File: src/rtl/wdg_pkg.sv
package wdg_pkg;
  typedef enum logic [1:0] {
    SEL_KEY    = 2'd0,
    SEL_TIMER  = 2'd1,
    SEL_CTRL   = 2'd2,
    SEL_STATUS = 2'd3
  } wdg_sel_e;

  typedef struct packed {
    logic flag_en;   // bit 2
    logic count_en;  // bit 1
    logic reset_en;  // bit 0
  } wdg_ctrl_t;

  localparam int CTRL_W = $bits(wdg_ctrl_t);
endpackage

File: src/rtl/wdg_keygate.sv
module wdg_keygate #(
  parameter int          DATA_W    = 32,
  parameter logic [31:0] KEY_VALUE = 32'h0000_482E
) (
  input  logic              clk,
  input  logic              rst_n,
  input  logic              key_wr,
  input  logic [DATA_W-1:0] key_data,
  input  logic              restore,
  output logic              unlocked
);
  localparam logic [DATA_W-1:0] KEY_W = DATA_W'(KEY_VALUE);

  always_ff @(posedge clk or negedge rst_n) begin
    if (!rst_n)       unlocked <= 1'b0;
    else if (restore) unlocked <= 1'b0;
    else if (key_wr)  unlocked <= (key_data == KEY_W);
  end

  AST_BAD_KEY_RELOCKS: assert property (@(posedge clk) disable iff (!rst_n)
    (key_wr && key_data != KEY_W) |=> !unlocked);
  AST_UNLOCK_ONLY_BY_KEY: assert property (@(posedge clk) disable iff (!rst_n)
    $rose(unlocked) |-> $past(key_wr));
endmodule

File: src/rtl/wdg_counter.sv
module wdg_counter
  import wdg_pkg::*;
#(
  parameter int TMR_W = 32
) (
  input  logic             clk,
  input  logic             rst_n,
  input  logic             hold,
  input  logic             restore,
  input  logic             tmr_wr,
  input  logic             ctrl_wr,
  input  logic [TMR_W-1:0] tmr_data,
  input  logic [CTRL_W-1:0] ctrl_data,
  input  logic             flag_clr,
  output logic [TMR_W-1:0] timer,
  output wdg_ctrl_t        ctrl,
  output logic             flag,
  output logic             expire
);
  assign expire = ctrl.count_en && (timer == '0) && !hold;

  always_ff @(posedge clk or negedge rst_n) begin
    if (!rst_n) begin
      timer <= '0;
      ctrl  <= '0;
    end else if (restore) begin
      timer <= '0;
      ctrl  <= '0;
    end else if (!hold) begin
      if (tmr_wr)                              timer <= tmr_data;
      else if (ctrl.count_en && timer != '0)   timer <= timer - 1'b1;
      if (ctrl_wr) ctrl <= wdg_ctrl_t'(ctrl_data);
    end
  end

  always_ff @(posedge clk or negedge rst_n) begin
    if (!rst_n)                         flag <= 1'b0;
    else if (restore)                   flag <= 1'b0;
    else if (expire && ctrl.flag_en)    flag <= 1'b1;
    else if (flag_clr)                  flag <= 1'b0;
  end

  AST_COUNT_STEP: assert property (@(posedge clk) disable iff (!rst_n)
    (ctrl.count_en && timer != '0 && !hold && !restore && !tmr_wr)
      |=> timer == $past(timer) - 1'b1);
  AST_STOP_AT_ZERO: assert property (@(posedge clk) disable iff (!rst_n)
    (timer == '0 && !tmr_wr) |=> timer == '0);
  AST_HOLD_WHEN_OFF: assert property (@(posedge clk) disable iff (!rst_n)
    (!ctrl.count_en && !tmr_wr && !restore) |=> $stable(timer));
endmodule

File: src/rtl/wdg_pulse.sv
module wdg_pulse #(
  parameter int PULSE_LEN = 4
) (
  input  logic clk,
  input  logic rst_n,
  input  logic fire,
  output logic pulse,
  output logic restore
);
  localparam int CW = $clog2(PULSE_LEN + 1);
  localparam int RW = $clog2(PULSE_LEN + 2);

  logic [CW-1:0] left;

  always_ff @(posedge clk or negedge rst_n) begin
    if (!rst_n)                  left <= '0;
    else if (left != '0)         left <= left - 1'b1;
    else if (fire)               left <= CW'(PULSE_LEN);
  end

  assign pulse   = (left != '0);
  assign restore = (left == CW'(1));

  // run-length observer for the pulse width check
  logic [RW-1:0] run;
  always_ff @(posedge clk or negedge rst_n) begin
    if (!rst_n)                          run <= '0;
    else if (!pulse)                     run <= '0;
    else if (run != RW'(PULSE_LEN + 1))  run <= run + 1'b1;
  end

  AST_PULSE_WIDTH: assert property (@(posedge clk) disable iff (!rst_n)
    $fell(pulse) |-> run == RW'(PULSE_LEN));
  AST_FIRE_STARTS: assert property (@(posedge clk) disable iff (!rst_n)
    (fire && !pulse) |=> pulse);
endmodule

File: src/rtl/keyed_watchdog.sv
module keyed_watchdog
  import wdg_pkg::*;
#(
  parameter int          DATA_W    = 32,
  parameter int          TMR_W     = 32,
  parameter int          PULSE_LEN = 4,
  parameter logic [31:0] KEY_VALUE = 32'h0000_482E
) (
  input  logic              clk,
  input  logic              rst_n,
  input  logic              wr_en,
  input  logic [1:0]        wr_addr,
  input  logic [DATA_W-1:0] wr_data,
  input  logic [1:0]        rd_addr,
  output logic [DATA_W-1:0] rd_data,
  output logic              rst_req,
  output logic              expired
);
  logic             unlocked, restore, expire, wr_ok;
  logic [TMR_W-1:0] timer;
  wdg_ctrl_t        ctrl;

  assign wr_ok = wr_en && !rst_req;

  wdg_keygate #(.DATA_W(DATA_W), .KEY_VALUE(KEY_VALUE)) u_key (
    .clk(clk), .rst_n(rst_n),
    .key_wr(wr_ok && wdg_sel_e'(wr_addr) == SEL_KEY),
    .key_data(wr_data), .restore(restore), .unlocked(unlocked));

  wdg_counter #(.TMR_W(TMR_W)) u_cnt (
    .clk(clk), .rst_n(rst_n), .hold(rst_req), .restore(restore),
    .tmr_wr(wr_ok && unlocked && wdg_sel_e'(wr_addr) == SEL_TIMER),
    .ctrl_wr(wr_ok && unlocked && wdg_sel_e'(wr_addr) == SEL_CTRL),
    .tmr_data(wr_data[TMR_W-1:0]), .ctrl_data(wr_data[CTRL_W-1:0]),
    .flag_clr(wr_ok && wdg_sel_e'(wr_addr) == SEL_STATUS && wr_data[0]),
    .timer(timer), .ctrl(ctrl), .flag(expired), .expire(expire));

  wdg_pulse #(.PULSE_LEN(PULSE_LEN)) u_pulse (
    .clk(clk), .rst_n(rst_n), .fire(expire && ctrl.reset_en),
    .pulse(rst_req), .restore(restore));

  always_comb begin
    unique case (wdg_sel_e'(rd_addr))
      SEL_KEY:    rd_data = {{(DATA_W-1){1'b0}}, unlocked};
      SEL_TIMER:  rd_data = DATA_W'(timer);
      SEL_CTRL:   rd_data = {{(DATA_W-CTRL_W){1'b0}}, ctrl};
      default:    rd_data = {{(DATA_W-1){1'b0}}, expired};
    endcase
  end

  AST_LOCKED_IGNORES: assert property (@(posedge clk) disable iff (!rst_n)
    (!unlocked && !ctrl.count_en && !rst_req) |=> ($stable(timer) && $stable(ctrl)));
  AST_RESTORED_CLEAN: assert property (@(posedge clk) disable iff (!rst_n)
    $fell(rst_req) |-> (!unlocked && timer == '0 && ctrl == '0 && !expired));
  AST_ZERO_FIRES: assert property (@(posedge clk) disable iff (!rst_n)
    (timer == '0 && ctrl.count_en && ctrl.reset_en && !rst_req) |=> rst_req);
  AST_FLAG_ON_EXPIRY: assert property (@(posedge clk) disable iff (!rst_n)
    (expire && ctrl.flag_en) |=> expired);
endmodule

File: config.mk
export PLATFORM = sky130hd
export DESIGN_NAME = keyed_watchdog
export DESIGN_NICKNAME = d
export VERILOG_FILES = /design/src/rtl/wdg_pkg.sv /design/src/rtl/wdg_keygate.sv /design/src/rtl/wdg_counter.sv /design/src/rtl/wdg_pulse.sv /design/src/rtl/keyed_watchdog.sv
export SDC_FILE = /design/constraint.sdc
export NUM_CORES = 1
export LEC_CHECK = 0
export ABC_CLOCK_PERIOD_IN_PS = 5250
export BUFFER_PORTS_ARGS = -buffer_cell sky130_fd_sc_hd__buf_2
export CAP_MARGIN = 15
export CORE_MARGIN = 8
export CORE_UTILIZATION = 40
export CTS_BUF_LIST = sky130_fd_sc_hd__clkbuf_4 sky130_fd_sc_hd__clkbuf_8
export DETAILED_ROUTE_END_ITERATION = 8
export REMOVE_ABC_BUFFERS = 1
export SYNTH_ARGS = -nofsm -noshare
export SYNTH_HDL_FRONTEND = slang
export SYNTH_SLANG_ARGS = --single-unit
File: constraint.sdc
create_clock -name clk -period 5.25 [get_ports clk]
set_clock_uncertainty 0.1 [all_clocks]
set_input_delay 0.2625 -clock clk [delete_from_list [all_inputs] [get_ports clk]]
set_output_delay 0.2625 -clock clk [all_outputs]
set_load 0.02 [all_outputs]
# Word level (Yosys, flattened, before mapping)
# Index checks and enable logic that the tools add are counted.
[word_totals] register_bits=40 wordCells=57
[classes] addsub=2 n_eq_ne=8 mux=15 reduce_logical=25
[ops] cell="$mux W32" n=4
[ops] cell="$pmux W32 S3" n=1
[ops] cell="$eq A32 B15 Y1 const B" n=1
[ops] cell="$logic_not A32 Y1" n=1
[ops] cell="$reduce_bool A32 Y1" n=1
[ops] cell="$sub A32 B1 Y32 const B" n=1
[ops] cell="$mux W3" n=5
[ops] cell="$logic_and A1 B1 Y1" n=12
[ops] cell="$reduce_bool A3 Y1" n=3
[ops] cell="$eq A2 B2 Y1 const B" n=3
[ops] cell="$reduce_bool A2 Y1" n=3
[ops] cell="$mux W1" n=5
[ops] cell="$eq A2 B1 Y1 const B" n=2
[ops] cell="$logic_not A2 Y1" n=2
[ops] cell="$reduce_and A2 Y1" n=2
[ops] cell="$eq A3 B1 Y1 const B" n=1
[ops] cell="$sub A3 B1 Y3 const B" n=1
[ops] cell="$ne A2 B2 Y1 const B" n=1
[ops] cell="$logic_not A1 Y1" n=1

# Logic depth before layout (Yosys ltp)
# Gate-level depths: netlist of run 1.
[logic_depth] ltp_word=8 depth_mapped=8 mapped_depth_nobuf=8

# Modules after synthesis
# Synthesis of run 1 repeated with hierarchy kept, for this count alone.
[hier_totals] hier_cells=368 hier_area_um2=3128.0
[by_module_without_submodules] mod="wdg_counter" n_inst=1 cells_per_inst=296 area_each_um2=2521.2 seq_area_each_um2=900.9
[by_module_without_submodules] mod="keyed_watchdog" n_inst=1 cells_per_inst=44 area_each_um2=341.6 seq_area_each_um2=0.0
[by_module_without_submodules] mod="wdg_keygate" n_inst=1 cells_per_inst=15 area_each_um2=135.1 seq_area_each_um2=25.0
[by_module_without_submodules] mod="wdg_pulse" n_inst=1 cells_per_inst=13 area_each_um2=130.1 seq_area_each_um2=75.1

# Worst setup path before layout of run 1
# OpenSTA, ideal clock, no wires.
[synth_path] path_kind="reg-to-reg" from="register u_cnt.timer[27]" to="register u_cnt.timer[27]" arrival_ps=2436 required_time_ps=5026 path_slack_ps=2590 stages_incl_launch_ff=8 synth_period_minus_slack_ps=2660 path_cell_list="dfrtp_1 -> or4_4 -> or4_4 -> or4_4 -> o21ai_4 -> buf_4 -> a2bb2oi_1 -> nand2_1"
[synth_via] elab_chain_cells=5 elab_cells_between_ends=9 classes_between="add/sub: 1; mux: 4; reduce/logical: 4"
[synth_rtl] item="from (decl)" line="wdg_counter.sv:15" rtl="output logic [TMR_W-1:0] timer,"
[synth_rtl] item="from (signal assigned)" line="wdg_counter.sv:30" rtl="if (tmr_wr) timer <= tmr_data;"
[synth_rtl] item="from (signal assigned)" line="wdg_counter.sv:31" rtl="else if (ctrl.count_en && timer != '0) timer <= timer - 1'b1;"
[synth_rtl] item="$sub A32 B1 Y32" line="wdg_counter.sv:31"
[synth_rtl] item="$mux W32" line="wdg_counter.sv:31"
[synth_rtl] item="$mux W32" line="wdg_counter.sv:30"
[synth_rtl] item="$mux W32" line="wdg_counter.sv:29" rtl="end else if (!hold) begin"
[synth_rtl] item="$mux W32" line="wdg_counter.sv:26" rtl="end else if (restore) begin"
# Several ways; a longest one is shown, not always the timed one. The select of a mux whose other input is x is not followed.
# A chain may end at the register's enable or synchronous reset.

# Worst setup path in the final report of run 1
[layout_path] from="register u_cnt.timer[27]" to="register u_cnt.timer[15]"
[layout_via] elab_chain_cells=4
[layout_rtl] item="$reduce_bool A32 Y1" line="wdg_counter.sv:31"
[layout_rtl] item="$logic_and A1 B1 Y1" line="wdg_counter.sv:31"
[layout_rtl] item="$reduce_bool A3 Y1 (no line)"
[layout_rtl] item="$reduce_and A2 Y1 (no line)"
# Every way passes these cells.

==> qor.yml, run 1 <==
status:
  status: "finished, final reports clean"
routing:
  vias: 3011
  wl_per_cell_um: 17.7
  drt.antenna.violating_nets: 0
  avgViaCountPerCell: 5.84
  drcViolationCount: 0
  drt-pass1-iter-count: 4
  wl_um: 9150
  drt_iter0_drc: 211
timing:
  max_freq_mhz: 298
  whs_ns: 0.00676
  max-slew-margin-rel_pct: 35.3
  maxSlewViolCount: 0
  max_slew.worst_pin.slew_ns: 0.966
  tns_ns: 0
  setup_violations: 0
  rsz0062_at_grt: "false"
  fin_crit_ns: 3.36
  fin_crit_sh_pct: 64.0
  hold_viol_final: 0
synthesis:
  synth_largest_area_cell: "dfrtp_1"
  synth-simple-area-share_pct: 31.7
  synthesis.area_um2: 2810
  synth_edf_count: 0
  ys_warn_count: 0
  synth-compound-area-share_pct: 25.6
  synth_top_family_by_area: "simple AND/OR/NAND/NOR gates"
  seq_area_frac_synth_pct: 35.6
  async_flop_share_pct: 100
  synth_mux_area_share_pct: 2.23
  yosysMostFrequentCell: "a21oi_1"
  ys_types: 46
  postSynthAreaPerCell_um2: 7.81
  synthAdderAreaFrac_pct: 0.445
  synthXorXnorAreaFrac_pct: 0
  synth_top_area_share_pct: 35.6
  ys_ff_latch: 40
  ys_top_cells_by_count: "46 x a21oi_1, 41 x o21ai_0, 40 x dfrtp_1"
  synth-main-ff-cell: "dfrtp_1"
  syn-instance-count: 360
  synthTopCellsByArea: "dfrtp_1 36%, a21oi_1 8.2%, o21ai_0 7.3%"
clocking:
  clock_sinks: 40
  htree_levels: 2
  clk_path_buf_depth: 2
  cts_tree: "built"
  cts.hold.buffers_added: 0
  clock_latency_ns: 0.30
  cts_resized: 0
  clock-root-buffer: "clkbuf_8"
  clk_pin_slew_worst_paths_ns: 0.09
  cts_setup_buffers: 0
  numCtsBuffers: 5
critical_path:
  crit_path_max_incr_delay_ns: 0.69
  criticalPathCategory: "flop to flop"
  rr_startpoint: "u_cnt.timer[27]"
  startpoint: "u_cnt.timer[27]"
  path_buf_inv: 0
  critPathTopFamily: "simple AND/OR/NAND/NOR gates"
  arrival_ns: 3.44
  critPathMaxFanout: 32
  cp_cell_sequence: "or4_4, or4_4, or4_4, o21ai_4, nor2_1, a221o_1"
  worst_setup_path_start_kind: "flop"
  required_ns: 5.33
  end_kind: "flop"
  crit_top_cell: "or4_4"
  crit_slowest_cell: "o21ai_4"
pwr:
  powerDensity_nw_per_um2: 175
  leakagePower_nw: 1.48
  max-vdd-ir-drop_v: 0.000140
  p_total_mw: 0.580
grt:
  grt_max_degree: 50
  grtUsageTotal_pct: 18.5
  overflow: 0
  grt_pass1_vias: 2971
  antenna_found_initial: 0
  grt_pass1_wl_um: 15000
flow_run:
  cap_violations: 0
die:
  die-area_um2: 9960
  ioPinCount: 73
  rows: 30
  die_h_um: 99.8
  coreArea_um2: 6790
  start_util_pct: 41.4
  die_x_um: 99.8
cells_and_area:
  diodes: 0
  design_area_um2: 3310
  drive_above_1_share_pct: 21.9
  area_growth_pct: 17.9
  finalNetCount: 459
place:
  gp_congestion: 0.866
  post_dp_cell_area_um2: 3220
  io_buffers: 72
  dp_hpwl_um: 6550
hold_path:
  min_path_type: "input port to async pin"
[cell families (layout without fill, tap and decap cells)]
logic type | count (synthesis) | after routing
compound gates | 123 | 123
mux | 5 | 5
simple gates | 161 | 161
buf+inv | 30 | 90
flops | 40 | 40
fa+ha+maj | 1 | 1
[per-stage QoR]
| stage | cells | worst slack (ns) | util [%] |
|---|---|---|---|
| 6_report | 516 | 1.89 | 48.8 |
| 5_1_grt | 516 | 1.56 | 48.8 |
| 4_1_cts | 516 | 1.92 | 48.8 |
| 3_5_place_dp | 508 | 1.94 | 47.3 |
| 3_3_place_gp | 508 | 2.00 | 47.3 |
| 2_1_floorplan | 339 | 0.979 | - |
[per-layer routing]
| layer | global-route usage [%] | routed length (um) |
|---|---|---|
| met5 | 0 | 0 |
| met4 | 4.66 | 101 |
| met3 | 3.94 | 580 |
| met2 | 30.2 | 4300 |
| met1 | 24.3 | 4160 |
[where the power goes]
group / switching (mW) / internal (mW)
logic: 0.0259 / 0.0158
clock network: 0.112 / 0.118
registers: 0.000319 / 0.308
total: 0.138 / 0.442
[path summary, 6_finish.rpt]
check / end / slack [ns] / depth (start not counted)
setup reg to reg: u_cnt.timer[15] / 1.89 / 6
setup / recovery: u_cnt.timer[15] / 1.89 / 6
max in group asynchronous: u_cnt.ctrl[0] / 4.47 / 1
min in group clk: u_cnt.timer[7] / 0.15 / 3
hold / removal: u_cnt.timer[7] / 0.007 / 1
hold reg to reg: u_pulse.left[1] / 0.43 / 2
[flip-flops by register name, summed over array words and instances (netlist names)]
name,cells
u_cnt.ctrl,3
u_cnt.timer,32
u_cnt.flag,1
u_key.unlocked,1
u_pulse.left,3
[area by class of cell]
type | instances | area (um2)
multi-input cells | 290 | 1690
inverters | 9 | 33.8
clock buffers | 8 | 97.6
fillers | 691 | 3480
well taps | 96 | 120
flip-flops and latches | 40 | 1000
repair buffers | 73 | 368
[cells in the final DEF, fill, tap and decap left out, types with 3 or more instances in the layout]
master,instances
o22ai_1,5
and3_1,4
buf_2,72
nand3_1,7
inv_1,9
o31a_1,5
nor2_1,33
o21ai_0,41
nor4_1,17
and2_1,30
nor4b_1,3
nand2b_1,4
dfrtp_1,40
nand2_1,16
nor3_1,22
or4_1,3
a21oi_1,46
nand4_1,4
mux2i_1,4
clkbuf_8,6
or3_1,4
or4_4,3
o21ai_1,5
a22oi_1,4
(Power assumes the default switching activity.)
==> run 2: changes to the inputs <==
- ABC_CLOCK_PERIOD_IN_PS: 5250 -> 3400
- clock period: 5.25 -> 3.4 ns (I/O delays scaled with it)
==> run 2 against run 1 <==
Effect of this change:
- sequential share of layout area is 0.69 points lower
- largest power group unchanged
- design area is 2.3% higher
- final cell count is 1.9% higher
- critical path type unchanged
- combinational power is 56% higher
- highest routed layer unchanged
- non-clock buffer count is 10 higher
- die area stayed put
- critical endpoint is now u_cnt.timer[27]
- critical path depth is 1 higher
- utilization is 1.1 points higher
- global-route usage is 0.090 points lower
==> qor.yml, run 2 (same netlist as run 1, synthesis figures left out) <==
grt:
  overflow: 0  # unchanged
  grt_pass1_wl_um: 15000  # unchanged
  antenna_found_initial: 0  # unchanged
  grtUsageTotal_pct: 18.4  # -0.090 points
  grt_pass1_vias: 2967  # -0.13%
  grt_max_degree: 41  # -18%
die:
  die-area_um2: 9960  # unchanged
  rows: 30  # unchanged
  coreArea_um2: 6790  # unchanged
  die_h_um: 99.8  # unchanged
  ioPinCount: 73  # unchanged
  start_util_pct: 41.4  # unchanged
  die_x_um: 99.8  # unchanged
timing:
  max_slew.worst_pin.slew_ns: 1.02  # +0.0583 ns
  fin_crit_sh_pct: 87.4  # +23 points
  max-slew-margin-rel_pct: 31.7  # -3.6 points
  max_freq_mhz: 337  # +13%
  tns_ns: 0  # unchanged
  rsz0062_at_grt: "false"
  maxSlewViolCount: 0  # unchanged
  setup_violations: 0  # unchanged
  whs_ns: 0.0525  # +0.0458 ns
  fin_crit_ns: 2.97  # -0.388 ns
  hold_viol_final: 0  # unchanged
critical_path:
  critPathMaxFanout: 10  # -69%
  criticalPathCategory: "flop to flop"
  end_kind: "flop"
  arrival_ns: 3.05  # -0.39 ns
  startpoint: "u_cnt.timer[27]"
  required_ns: 3.48  # -1.85 ns
  rr_startpoint: "u_cnt.timer[27]"
  worst_setup_path_start_kind: "flop"
pwr:
  clock_power_share_pct: 39.4  # -0.2 points
  p_sw_share_pct: 23.6  # -0.23 points
  leakagePower_nw: 1.53  # +3.2%
  p_sw_mw: 0.210  # +53%
  powerDensity_nw_per_um2: 263  # +51%
  p_seq_share_pct: 53.3  # about the same
  p_int_mw: 0.683  # +55%
  p_comb_share_pct: 7.3  # about the same
  max-vdd-ir-drop_v: 0.000126  # -9.4%
  p_total_mw: 0.893  # +54%
routing:
  wl_per_cell_um: 17.7  # -0.34%
  vias: 3131  # +4.0%
  drcViolationCount: 0  # unchanged
  wl_um: 9290  # +1.6%
  drt-pass1-iter-count: 5  # +1
  drt_iter0_drc: 281  # +33%
  drt.antenna.violating_nets: 0  # unchanged
  avgViaCountPerCell: 5.95  # +2.0%
place:
  dp_hpwl_um: 6790  # +3.6%
  io_buffers: 72  # unchanged
  gp_congestion: 0.856  # -1.2%
hold_path:
  min_path_type: "input port to flop"
  hold_path_startpoint: "wr_data[5]"
clocking:
  cts_setup_buffers: 0  # unchanged
  clk_path_buf_depth: 2  # unchanged
  htree_levels: 2  # unchanged
  clk_pin_slew_worst_paths_ns: 0.08  # about the same
  cts_tree: "built"
  clock_latency_ns: 0.30  # about the same
  cts_resized: 0  # unchanged
  clock-root-buffer: "clkbuf_8"
  cts.hold.buffers_added: 1  # +1
  numCtsBuffers: 5  # unchanged
  clock_sinks: 40  # unchanged
cells_and_area:
  area_growth_pct: 20.7
  finalNetCount: 469  # +2.2%
  fillers: 694  # +0.43%
  final_cell_mix: "72 x buf_2, 46 x a21oi_1, 41 x o21ai_0"
  final_util_pct: 49.9  # +1.1 points
  diodes: 0  # unchanged
  regMostFlops: "u_cnt.timer"
  drive_above_1_share_pct: 23.5  # +1.6 points
  largest_reg_flops: 32  # unchanged
  top_regs: "u_cnt.timer: 32 flops, u_cnt.ctrl: 3 flops, u_pulse.left: 3 flops"
  layout_commonest_cell: "buf_2"
flow_run:
  cap_violations: 0  # unchanged
status:
  status: "finished, final reports clean"
-- run 2: path summary, 6_finish.rpt --
kind / to / slack [ns] / cells past startpoint
worst max-delay path: u_cnt.timer[27] / 0.43 / 7
worst min-delay path: u_cnt.timer[5] / 0.05 / 3
worst max register to register: u_cnt.timer[27] / 0.43 / 7
worst min register to register: u_pulse.left[1] / 0.43 / 2
max in group asynchronous: u_cnt.timer[23] / 2.13 / 2
min in group asynchronous: u_cnt.timer[7] / 0.47 / 2
-- run 2: area by class of cell --
cell class                      count  area [um2]  area share, %
Tap cell                           96         120           3.54
Multi-Input combinational cell    290        1690           49.9
Clock buffer                        8        97.6           2.88
Timing Repair Buffer               83         445           13.1
Inverter                            9        33.8          0.996
Sequential cell                    40        1000           29.5
-- run 2: routing by layer --
layer	GRT usage (%)	vias up	share of wire [%]
li1	-	1477	-
met3	4.08	17	8.0
met2	29.4	159	47
met5	0	-	0
met1	24.3	1478	44
met4	5.47	0	1.5
-- run 2: worst max-delay path: stages, from the launching register on --
cell and delay (ns):
dfrtp_1 0.45, or4_4 0.56, or4_4 0.46, or4_4 0.54
o21ai_4 0.28, buf_4 0.23, a2bb2oi_1 0.17, nand2_1 0.07
-- run 2: per-stage QoR --
stage / cells / setup slack [ns] / cell area, um2
after floorplan: 339 / -0.871 / 2720
after global placement: 517 / 0.506 / 3280
after detailed placement: 517 / 0.457 / 3280
after CTS: 526 / 0.437 / 3390
after global routing: 526 / 0.349 / 3390
final: 526 / 0.429 / 3390
-- run 2: power groups by stage --
| stage | Clock, mW | Combinational, mW | Sequential [mW] |
|---|---|---|---|
| after floorplan | 0 | 0.0153 | 0.487 |
| after global placement | 0 | 0.0652 | 0.486 |
| after detailed placement | 0 | 0.0654 | 0.486 |
| after CTS | 0.360 | 0.0663 | 0.476 |
| after global routing | 0.381 | 0.0711 | 0.476 |
| final | 0.352 | 0.0652 | 0.476 |
